File: src/rtl/i2c_fifo_pkg.sv
package i2c_fifo_pkg;

   localparam int BUS_W  = 8;
   localparam int ADDR_W = 3;
   localparam int FLAG_N = 5;

   typedef enum logic [ADDR_W-1:0] {
      SEL_DATA  = 3'd0,
      SEL_CTRL  = 3'd1,
      SEL_STAT  = 3'd2,
      SEL_IEN   = 3'd3,
      SEL_RXCNT = 3'd4,
      SEL_TXCNT = 3'd5
   } reg_sel_e;

   localparam int FLG_TXLOW = 0;
   localparam int FLG_RXHI  = 1;
   localparam int FLG_TEND  = 2;
   localparam int FLG_OVF   = 3;
   localparam int FLG_UNF   = 4;

   // low-water mark of the transmit queue for a 2-bit code
   function automatic int tx_mark(input int depth, input logic [1:0] code);
      if (code == 2'd3) return 0;
      return depth >> (int'(code) + 1);
   endfunction

endpackage

File: src/rtl/i2c_fifo_buf.sv
module i2c_fifo_buf #(
   parameter  int WIDTH = 8,
   parameter  int DEPTH = 16,
   localparam int PTR_W = $clog2(DEPTH),
   localparam int CNT_W = $clog2(DEPTH + 1)
) (
   input  logic             clk,
   input  logic             rst_n,
   input  logic             flush,
   input  logic             push,
   input  logic [WIDTH-1:0] din,
   input  logic             pop,
   output logic [WIDTH-1:0] dout,
   output logic [CNT_W-1:0] count,
   output logic             ovf_evt,
   output logic             unf_evt
);

   if ((DEPTH & (DEPTH - 1)) != 0 || DEPTH < 2) begin : g_bad_depth
      $error("i2c_fifo_buf: DEPTH must be a power of two of at least 2");
   end

   logic [WIDTH-1:0] mem [DEPTH];
   logic [PTR_W-1:0] wr_ptr, rd_ptr;
   logic             full, empty, do_push, do_pop;

   assign full    = (count == CNT_W'(DEPTH));
   assign empty   = (count == '0);
   assign do_push = push & ~full & ~flush;
   assign do_pop  = pop & ~empty & ~flush;
   assign ovf_evt = push & full & ~flush;
   assign unf_evt = pop & empty & ~flush;
   assign dout    = empty ? '0 : mem[rd_ptr];

   always_ff @(posedge clk) begin
      if (do_push) mem[wr_ptr] <= din;
   end

   always_ff @(posedge clk or negedge rst_n) begin
      if (!rst_n) begin
         wr_ptr <= '0;
         rd_ptr <= '0;
         count  <= '0;
      end else if (flush) begin
         wr_ptr <= '0;
         rd_ptr <= '0;
         count  <= '0;
      end else begin
         if (do_push) wr_ptr <= wr_ptr + PTR_W'(1);
         if (do_pop)  rd_ptr <= rd_ptr + PTR_W'(1);
         count <= count + CNT_W'(do_push) - CNT_W'(do_pop);
      end
   end

endmodule

File: src/rtl/i2c_fifo_flags.sv
module i2c_fifo_flags
   import i2c_fifo_pkg::*;
#(
   parameter  int DEPTH = 16,
   localparam int CNT_W = $clog2(DEPTH + 1),
   localparam int LVL_W = $clog2(DEPTH)
) (
   input  logic              clk,
   input  logic              rst_n,
   input  logic [CNT_W-1:0]  rx_cnt,
   input  logic [CNT_W-1:0]  tx_cnt,
   input  logic [LVL_W-1:0]  rx_lvl,
   input  logic [1:0]        tx_code,
   input  logic              tx_sent,
   input  logic              ovf_evt,
   input  logic              unf_evt,
   input  logic              clr_we,
   input  logic [FLAG_N-1:0] clr_keep,
   output logic [FLAG_N-1:0] stat
);

   logic [FLAG_N-1:0] set_v;

   always_comb begin
      set_v            = '0;
      set_v[FLG_TXLOW] = (tx_cnt <= CNT_W'(tx_mark(DEPTH, tx_code)));
      set_v[FLG_RXHI]  = (rx_cnt >= (CNT_W'(rx_lvl) + CNT_W'(1)));
      set_v[FLG_TEND]  = tx_sent & (tx_cnt == '0);
      set_v[FLG_OVF]   = ovf_evt;
      set_v[FLG_UNF]   = unf_evt;
   end

   for (genvar i = 0; i < FLAG_N; i++) begin : g_flag
      logic keep;
      assign keep = clr_we ? clr_keep[i] : 1'b1;
      always_ff @(posedge clk or negedge rst_n) begin
         if (!rst_n) stat[i] <= 1'b0;
         else        stat[i] <= (stat[i] & keep) | set_v[i];
      end
   end

endmodule

File: src/rtl/i2c_fifo_pair.sv
module i2c_fifo_pair
   import i2c_fifo_pkg::*;
#(
   parameter  int DEPTH = 16,
   localparam int CNT_W = $clog2(DEPTH + 1),
   localparam int LVL_W = $clog2(DEPTH)
) (
   input  logic              clk,
   input  logic              rst_n,
   input  logic              bus_wr,
   input  logic              bus_rd,
   input  logic [ADDR_W-1:0] bus_addr,
   input  logic [BUS_W-1:0]  bus_wdata,
   output logic [BUS_W-1:0]  bus_rdata,
   input  logic              eng_tx_pop,
   output logic [BUS_W-1:0]  eng_tx_byte,
   output logic              eng_tx_avail,
   input  logic              eng_tx_sent,
   input  logic              eng_rx_push,
   input  logic [BUS_W-1:0]  eng_rx_byte,
   output logic              eng_rx_room,
   output logic              eng_hold,
   output logic              irq
);

   if (DEPTH != 8 && DEPTH != 16) begin : g_bad_depth
      $error("i2c_fifo_pair: receive level field fits DEPTH of 8 or 16 only");
   end

   logic [LVL_W-1:0]  rx_lvl_q;
   logic [1:0]        tx_code_q;
   logic [2:0]        ien_q;
   logic [FLAG_N-1:0] stat;
   logic [CNT_W-1:0]  rx_cnt, tx_cnt;
   logic [BUS_W-1:0]  rx_head;
   logic              wr_data, wr_ctrl, wr_stat, wr_ien;
   logic              push_tx, pop_rx, flush_tx, flush_rx;
   logic              tx_ovf, tx_unf, rx_ovf, rx_unf;
   logic [BUS_W-1:0]  ctrl_rd;

   assign wr_data  = bus_wr && (bus_addr == SEL_DATA);
   assign wr_ctrl  = bus_wr && (bus_addr == SEL_CTRL);
   assign wr_stat  = bus_wr && (bus_addr == SEL_STAT);
   assign wr_ien   = bus_wr && (bus_addr == SEL_IEN);
   assign push_tx  = wr_data;
   assign pop_rx   = bus_rd && (bus_addr == SEL_DATA);
   assign flush_tx = wr_ctrl & bus_wdata[0];
   assign flush_rx = wr_ctrl & bus_wdata[1];

   always_ff @(posedge clk or negedge rst_n) begin
      if (!rst_n) begin
         rx_lvl_q  <= '0;
         tx_code_q <= '0;
         ien_q     <= '0;
      end else begin
         if (wr_ctrl) begin
            rx_lvl_q  <= bus_wdata[4 +: LVL_W];
            tx_code_q <= bus_wdata[3:2];
         end
         if (wr_ien) ien_q <= bus_wdata[2:0];
      end
   end

   i2c_fifo_buf #(.WIDTH(BUS_W), .DEPTH(DEPTH)) u_tx_q (
      .clk     (clk),
      .rst_n   (rst_n),
      .flush   (flush_tx),
      .push    (push_tx),
      .din     (bus_wdata),
      .pop     (eng_tx_pop),
      .dout    (eng_tx_byte),
      .count   (tx_cnt),
      .ovf_evt (tx_ovf),
      .unf_evt (tx_unf)
   );

   i2c_fifo_buf #(.WIDTH(BUS_W), .DEPTH(DEPTH)) u_rx_q (
      .clk     (clk),
      .rst_n   (rst_n),
      .flush   (flush_rx),
      .push    (eng_rx_push),
      .din     (eng_rx_byte),
      .pop     (pop_rx),
      .dout    (rx_head),
      .count   (rx_cnt),
      .ovf_evt (rx_ovf),
      .unf_evt (rx_unf)
   );

   i2c_fifo_flags #(.DEPTH(DEPTH)) u_flags (
      .clk      (clk),
      .rst_n    (rst_n),
      .rx_cnt   (rx_cnt),
      .tx_cnt   (tx_cnt),
      .rx_lvl   (rx_lvl_q),
      .tx_code  (tx_code_q),
      .tx_sent  (eng_tx_sent),
      .ovf_evt  (tx_ovf | rx_ovf),
      .unf_evt  (tx_unf | rx_unf),
      .clr_we   (wr_stat),
      .clr_keep (bus_wdata[FLAG_N-1:0]),
      .stat     (stat)
   );

   always_comb begin
      ctrl_rd              = '0;
      ctrl_rd[4 +: LVL_W]  = rx_lvl_q;
      ctrl_rd[3:2]         = tx_code_q;
   end

   always_comb begin
      case (bus_addr)
         SEL_DATA:  bus_rdata = rx_head;
         SEL_CTRL:  bus_rdata = ctrl_rd;
         SEL_STAT:  bus_rdata = BUS_W'(stat);
         SEL_IEN:   bus_rdata = BUS_W'(ien_q);
         SEL_RXCNT: bus_rdata = BUS_W'(rx_cnt);
         SEL_TXCNT: bus_rdata = BUS_W'(tx_cnt);
         default:   bus_rdata = '0;
      endcase
   end

   assign eng_tx_avail = (tx_cnt != '0);
   assign eng_rx_room  = (rx_cnt != CNT_W'(DEPTH));
   assign eng_hold     = stat[FLG_RXHI] | stat[FLG_TEND];
   assign irq          = |(stat[2:0] & ien_q);

endmodule

File: config.mk
export PLATFORM = sky130hd
export DESIGN_NAME = i2c_fifo_pair
export DESIGN_NICKNAME = d
export VERILOG_FILES = /design/src/rtl/i2c_fifo_pkg.sv /design/src/rtl/i2c_fifo_buf.sv /design/src/rtl/i2c_fifo_flags.sv /design/src/rtl/i2c_fifo_pair.sv
export SDC_FILE = /design/constraint.sdc
export NUM_CORES = 1
export LEC_CHECK = 0
export BUFFER_PORTS_ARGS = -buffer_cell sky130_fd_sc_hd__buf_2
export CAP_MARGIN = 10
export CELL_PAD_IN_SITES_DETAIL_PLACEMENT = 1
export CELL_PAD_IN_SITES_GLOBAL_PLACEMENT = 1
export CORE_UTILIZATION = 45
export CTS_BUF_LIST = sky130_fd_sc_hd__clkbuf_4 sky130_fd_sc_hd__clkbuf_8 sky130_fd_sc_hd__clkbuf_16
export CTS_CLUSTER_DIAMETER = 40
export CTS_CLUSTER_SIZE = 10
export DETAILED_ROUTE_END_ITERATION = 10
export GPL_TIMING_DRIVEN = 1
export PLACE_DENSITY_LB_ADDON = 0.1
export SKIP_CTS_REPAIR_TIMING = 1
export SLEW_MARGIN = 20
export SYNTH_ARGS = -nofsm -noshare
export SYNTH_HDL_FRONTEND = slang
export SYNTH_HIERARCHICAL = 1
export SYNTH_SLANG_ARGS = --single-unit
File: constraint.sdc
create_clock -name clk -period 4.9 [get_ports clk]
set_clock_uncertainty 0.15 [all_clocks]
set_input_delay 0.49 -clock clk [delete_from_list [all_inputs] [get_ports clk]]
set_output_delay 0.49 -clock clk [all_outputs]
set_load 0.02 [all_outputs]
==> impl_metrics.prom <==
# TYPE chip_impl_metric gauge
chip_impl_metric{name="tightest_slew",unit="ps"} 1053
chip_impl_metric{name="cts.sinks",unit=""} 296
chip_impl_metric{name="antenna_found_initial",unit=""} 1
chip_impl_metric{name="yosys.cell_types.count",unit=""} 56
chip_impl_metric{name="finalCriticalPeriod",unit="ps"} 4010
chip_impl_metric{name="largest_vdd_supply_drop",unit="mV"} 0.2826
chip_impl_info{name="yosys-top-cells-area",value="sky130_fd_sc_hd__edfxtp_1, sky130_fd_sc_hd__mux4_2, sky130_fd_sc_hd__dfrtp_1, sky130_fd_sc_hd__mux4_1, sky130_fd_sc_hd__ha_1"} 1
chip_impl_metric{name="place_area",unit="um2"} 13480
chip_impl_metric{name="detail_route.first_pass.iterations",unit=""} 5
chip_impl_metric{name="critical-path-max-stage-delay",unit="ps"} 900
chip_impl_metric{name="layoutNonFillerInstCount",unit=""} 1213
chip_impl_info{name="critical-path-slowest-cell",value="sky130_fd_sc_hd__dfrtp_1"} 1
chip_impl_metric{name="yosysWarningCount",unit=""} 6
chip_impl_metric{name="placedCellCount",unit=""} 1146
chip_impl_metric{name="pwr_density_cell",unit="nW/um2"} 565.3
chip_impl_metric{name="wire_per_inst",unit="um"} 23.73
chip_impl_metric{name="total_die_area",unit="um2"} 29570
chip_impl_metric{name="synth.cell_area",unit="um2"} 13000
chip_impl_metric{name="hold_ws",unit="ps"} -25.16
chip_impl_metric{name="floorplan.die.height",unit="um"} 172.0
chip_impl_metric{name="port_buffers",unit=""} 45
chip_impl_metric{name="drt_iter0_drc",unit=""} 500
chip_impl_metric{name="post_drt_via_cell_ratio",unit=""} 5.574
chip_impl_metric{name="power.total",unit="mW"} 8.332
chip_impl_metric{name="remaining_drc_errors",unit=""} 0
chip_impl_metric{name="p_leak",unit="nW"} 5.182
chip_impl_info{name="cts_tree",value="yes"} 1
chip_impl_metric{name="detailedPlacementHpwl",unit="um"} 18910
chip_impl_metric{name="final_layout_size_suffix_gt1_frac",unit=""} 0.2554
chip_impl_info{name="top_cells_by_count_synth",value="sky130_fd_sc_hd__edfxtp_1, sky130_fd_sc_hd__nor2_1, sky130_fd_sc_hd__mux4_2, sky130_fd_sc_hd__dfrtp_1, sky130_fd_sc_hd__ha_1"} 1
chip_impl_metric{name="fin_tns_setup",unit="ps"} 0
chip_impl_info{name="outcome",value="finished with violations"} 1
chip_impl_metric{name="first_global_vias",unit=""} 7125
chip_impl_metric{name="grtUsageTotal",unit=""} 0.2049
chip_impl_metric{name="synthesis.instances",unit=""} 748
chip_impl_metric{name="critical_path_peak_fanout",unit=""} 15
chip_impl_metric{name="seq_power_share",unit=""} 0.402
chip_impl_metric{name="seq_area_frac_synth",unit=""} 0.6683
chip_impl_info{name="start_kind",value="register"} 1
chip_impl_info{name="path_class_of_the_lowest_slack_min_delay_path",value="in2async"} 1
chip_impl_metric{name="worst_path_required_time",unit="ps"} 4260
chip_impl_metric{name="areaGrowthSynthToFinish",unit="%"} 13.37
chip_impl_info{name="netlist.top_cell.by_area",value="sky130_fd_sc_hd__edfxtp_1"} 1
chip_impl_metric{name="finish.net_count",unit=""} 871
chip_impl_info{name="grt_setup_unrepaired",value="no"} 1
chip_impl_info{name="path_class",value="reg2out"} 1
chip_impl_metric{name="htree_levels",unit=""} 2
chip_impl_info{name="root_buffer",value="sky130_fd_sc_hd__clkbuf_16"} 1
chip_impl_metric{name="num-fill-cells",unit=""} 2650
chip_impl_metric{name="worst_skew_pair.late_latency",unit="ps"} 520
chip_impl_metric{name="placementRows",unit=""} 61
chip_impl_metric{name="gpl.final_weighted_congestion",unit=""} 0.8455
chip_impl_metric{name="ioPinCount",unit=""} 46
chip_impl_metric{name="path_clk_slew",unit="ps"} 50
chip_impl_metric{name="grt_start_max_net_pins",unit=""} 41
chip_impl_metric{name="maxSlewHeadroom",unit=""} 0.2978
chip_impl_metric{name="wire_length_of_the_first_global_routing_pass",unit="um"} 43950
chip_impl_metric{name="cp.arrival",unit="ps"} 3370
chip_impl_info{name="cp-end-kind",value="primary output"} 1
chip_impl_metric{name="synth_edf_count",unit=""} 256
chip_impl_metric{name="layout.cell_area.non_filler",unit="um2"} 14740
chip_impl_metric{name="p_int",unit="mW"} 5.735
chip_impl_metric{name="synth-async-reset-ratio",unit=""} 0.1351
chip_impl_metric{name="ff2ff_path_depth",unit=""} 14
chip_impl_metric{name="floorplan.die.width",unit="um"} 172.0
chip_impl_metric{name="max-clock-path-buffers",unit=""} 3
chip_impl_metric{name="power_switching_share",unit=""} 0.3117
chip_impl_metric{name="globalRouteOverflowTotal",unit=""} 0
chip_impl_info{name="crit_chain",value="buf_4, mux4_1, mux2_2, o21ai_2, a21oi_1, mux2i_1, a2bb2oi_1, buf_2"} 1
chip_impl_metric{name="final_hold_viol_count",unit=""} 32
chip_impl_metric{name="comb_power_share",unit=""} 0.272
chip_impl_metric{name="route.final.wire_length",unit="um"} 28790
chip_impl_metric{name="cts_inserted_buffers",unit=""} 42
chip_impl_metric{name="setup_viol",unit=""} 0
chip_impl_metric{name="synth_fp_nets",unit=""} 807
chip_impl_metric{name="clock_power_share",unit=""} 0.326
chip_impl_metric{name="drt.antenna.violating_nets",unit=""} 0
chip_impl_metric{name="avgSynthCellArea",unit="um2"} 17.38
chip_impl_metric{name="post-route-period-util",unit=""} 0.8184
chip_impl_metric{name="yosys.area.top_type_share",unit=""} 0.5913
chip_impl_metric{name="number_of_synthesized_register_bits",unit=""} 296
chip_impl_metric{name="achievable-frequency",unit="MHz"} 249.4
chip_impl_info{name="synthFlopType",value="sky130_fd_sc_hd__edfxtp_1"} 1
chip_impl_metric{name="final_max_slew_viol_count",unit=""} 0
chip_impl_metric{name="core_area",unit="um2"} 28090
chip_impl_metric{name="initial_core_util",unit=""} 0.4628
chip_impl_metric{name="routed-via-count",unit=""} 6761
chip_impl_info{name="failing_checks",value="hold timing"} 1
chip_impl_info{name="yosys.cell_count.top_type",value="sky130_fd_sc_hd__edfxtp_1"} 1
chip_impl_metric{name="drv_cap",unit=""} 0
chip_impl_metric{name="net-switching-power",unit="mW"} 2.597
==> power by group through the flow <==
| stage | logic, mW | registers, mW | clock network [mW] |
|---|---|---|---|
| 2_1_floorplan | 1.90 | 3.16 | 0 |
| 3_3_place_gp | 2.23 | 3.39 | 0 |
| 3_5_place_dp | 2.29 | 3.40 | 0 |
| 4_1_cts | 2.30 | 3.36 | 2.78 |
| 5_1_grt | 2.49 | 3.39 | 2.88 |
| 6_report | 2.27 | 3.35 | 2.72 |
==> layout by cell type (no fill, tap or decap), drive strengths merged, types with 3 or more instances in the layout <==
cell and instances:
a21o 3, a21oi 28, and3 6, buf 58
clkbuf 49, clkinv 10, clkinvlp 4, dfrtp 40
edfxtp 256, ha 31, inv 28, mux2 25
mux2i 30, mux4 64, nand2 22, nand2b 14
nand3 16, nor2 51, nor2b 6, nor3 11
nor3b 6, o21ai 23, or2 5, xnor2 5
xor2 13
==> path summary, 6_finish.rpt <==
kind,start,end,slack (ps)
worst min-delay path,rst_n,u_rx_q/count[1]$_DFF_PN0_,-30
worst max register to register,u_tx_q/count[2]$_DFF_PN0_,u_tx_q/count[4]$_DFF_PN0_,1290
worst min register to register,u_flags/stat[4]$_DFF_PN0_,u_flags/stat[4]$_DFF_PN0_,380
worst max-delay path,u_rx_q/rd_ptr[1]$_DFFE_PN0P_,bus_rdata[4],890
max in group asynchronous,rst_n,u_tx_q/rd_ptr[1]$_DFFE_PN0P_,3950
min in group clk,eng_tx_sent,u_flags/stat[2]$_DFF_PN0_,70
==> per-layer routing <==
layer	track usage	wire length (um)
met3	0.03204	1034
met4	0.05810	518
met2	0.3208	13610
met1	0.2977	13620
met5	0	0
==> flip-flops by register name (all words and copies together), names as in the netlist, 5 cells and up <==
signal / flops
u_tx_q/count: 5
u_rx_q/count: 5
u_tx_q/mem: 128
u_rx_q/mem: 128
u_flags/stat: 5
==> per-stage QoR <==
| stage | util | worst slack, ps |
|---|---|---|
| after detailed placement | 0.4798 | 1238 |
| after global routing | 0.5246 | 670.4 |
| after global placement | 0.4798 | 1414 |
| final | 0.5247 | 890.1 |
| after CTS | 0.5246 | 804.3 |
| after floorplan | - | 1532 |
==> logic make-up (layout without fill, tap and decap cells) <==
family / Yosys count / count (layout) / share of synthesized area
flip-flops: 296 / 296 / 0.6683
AND/OR/NAND/NOR: 151 / 151 / 0.06054
multiplexers: 119 / 119 / 0.1620
AO/OA/AOI/OAI: 67 / 67 / 0.03041
buffers and inverters: 64 / 150 / 0.03369
adder cells (fa/ha/maj): 33 / 33 / 0.03292
XOR/XNOR: 18 / 18 / 0.01213
other: 0 / 1 / 0
==> cell type report <==
cell class | count | area, um2 | area share
inverters | 26 | 97.59 | 0.006622
flip-flops and latches | 296 | 8690 | 0.5896
clock inverters | 17 | 137.6 | 0.009339
diodes | 1 | 2.502 | 0.0001698
repair buffers | 58 | 322.8 | 0.02190
clock buffers | 49 | 1121 | 0.07607
multi-input cells | 388 | 3894 | 0.2642
well taps | 378 | 473.0 | 0.03209
==> critical path: cells and delay by family (launching register included) <==
kind	cells	cell delay, ps
muxes	3	1160
buffers and inverters	2	470
AOI/OAI and AO/OA	3	300
DFF	1	900
Note: power is estimated with default switching activity, not from simulation.
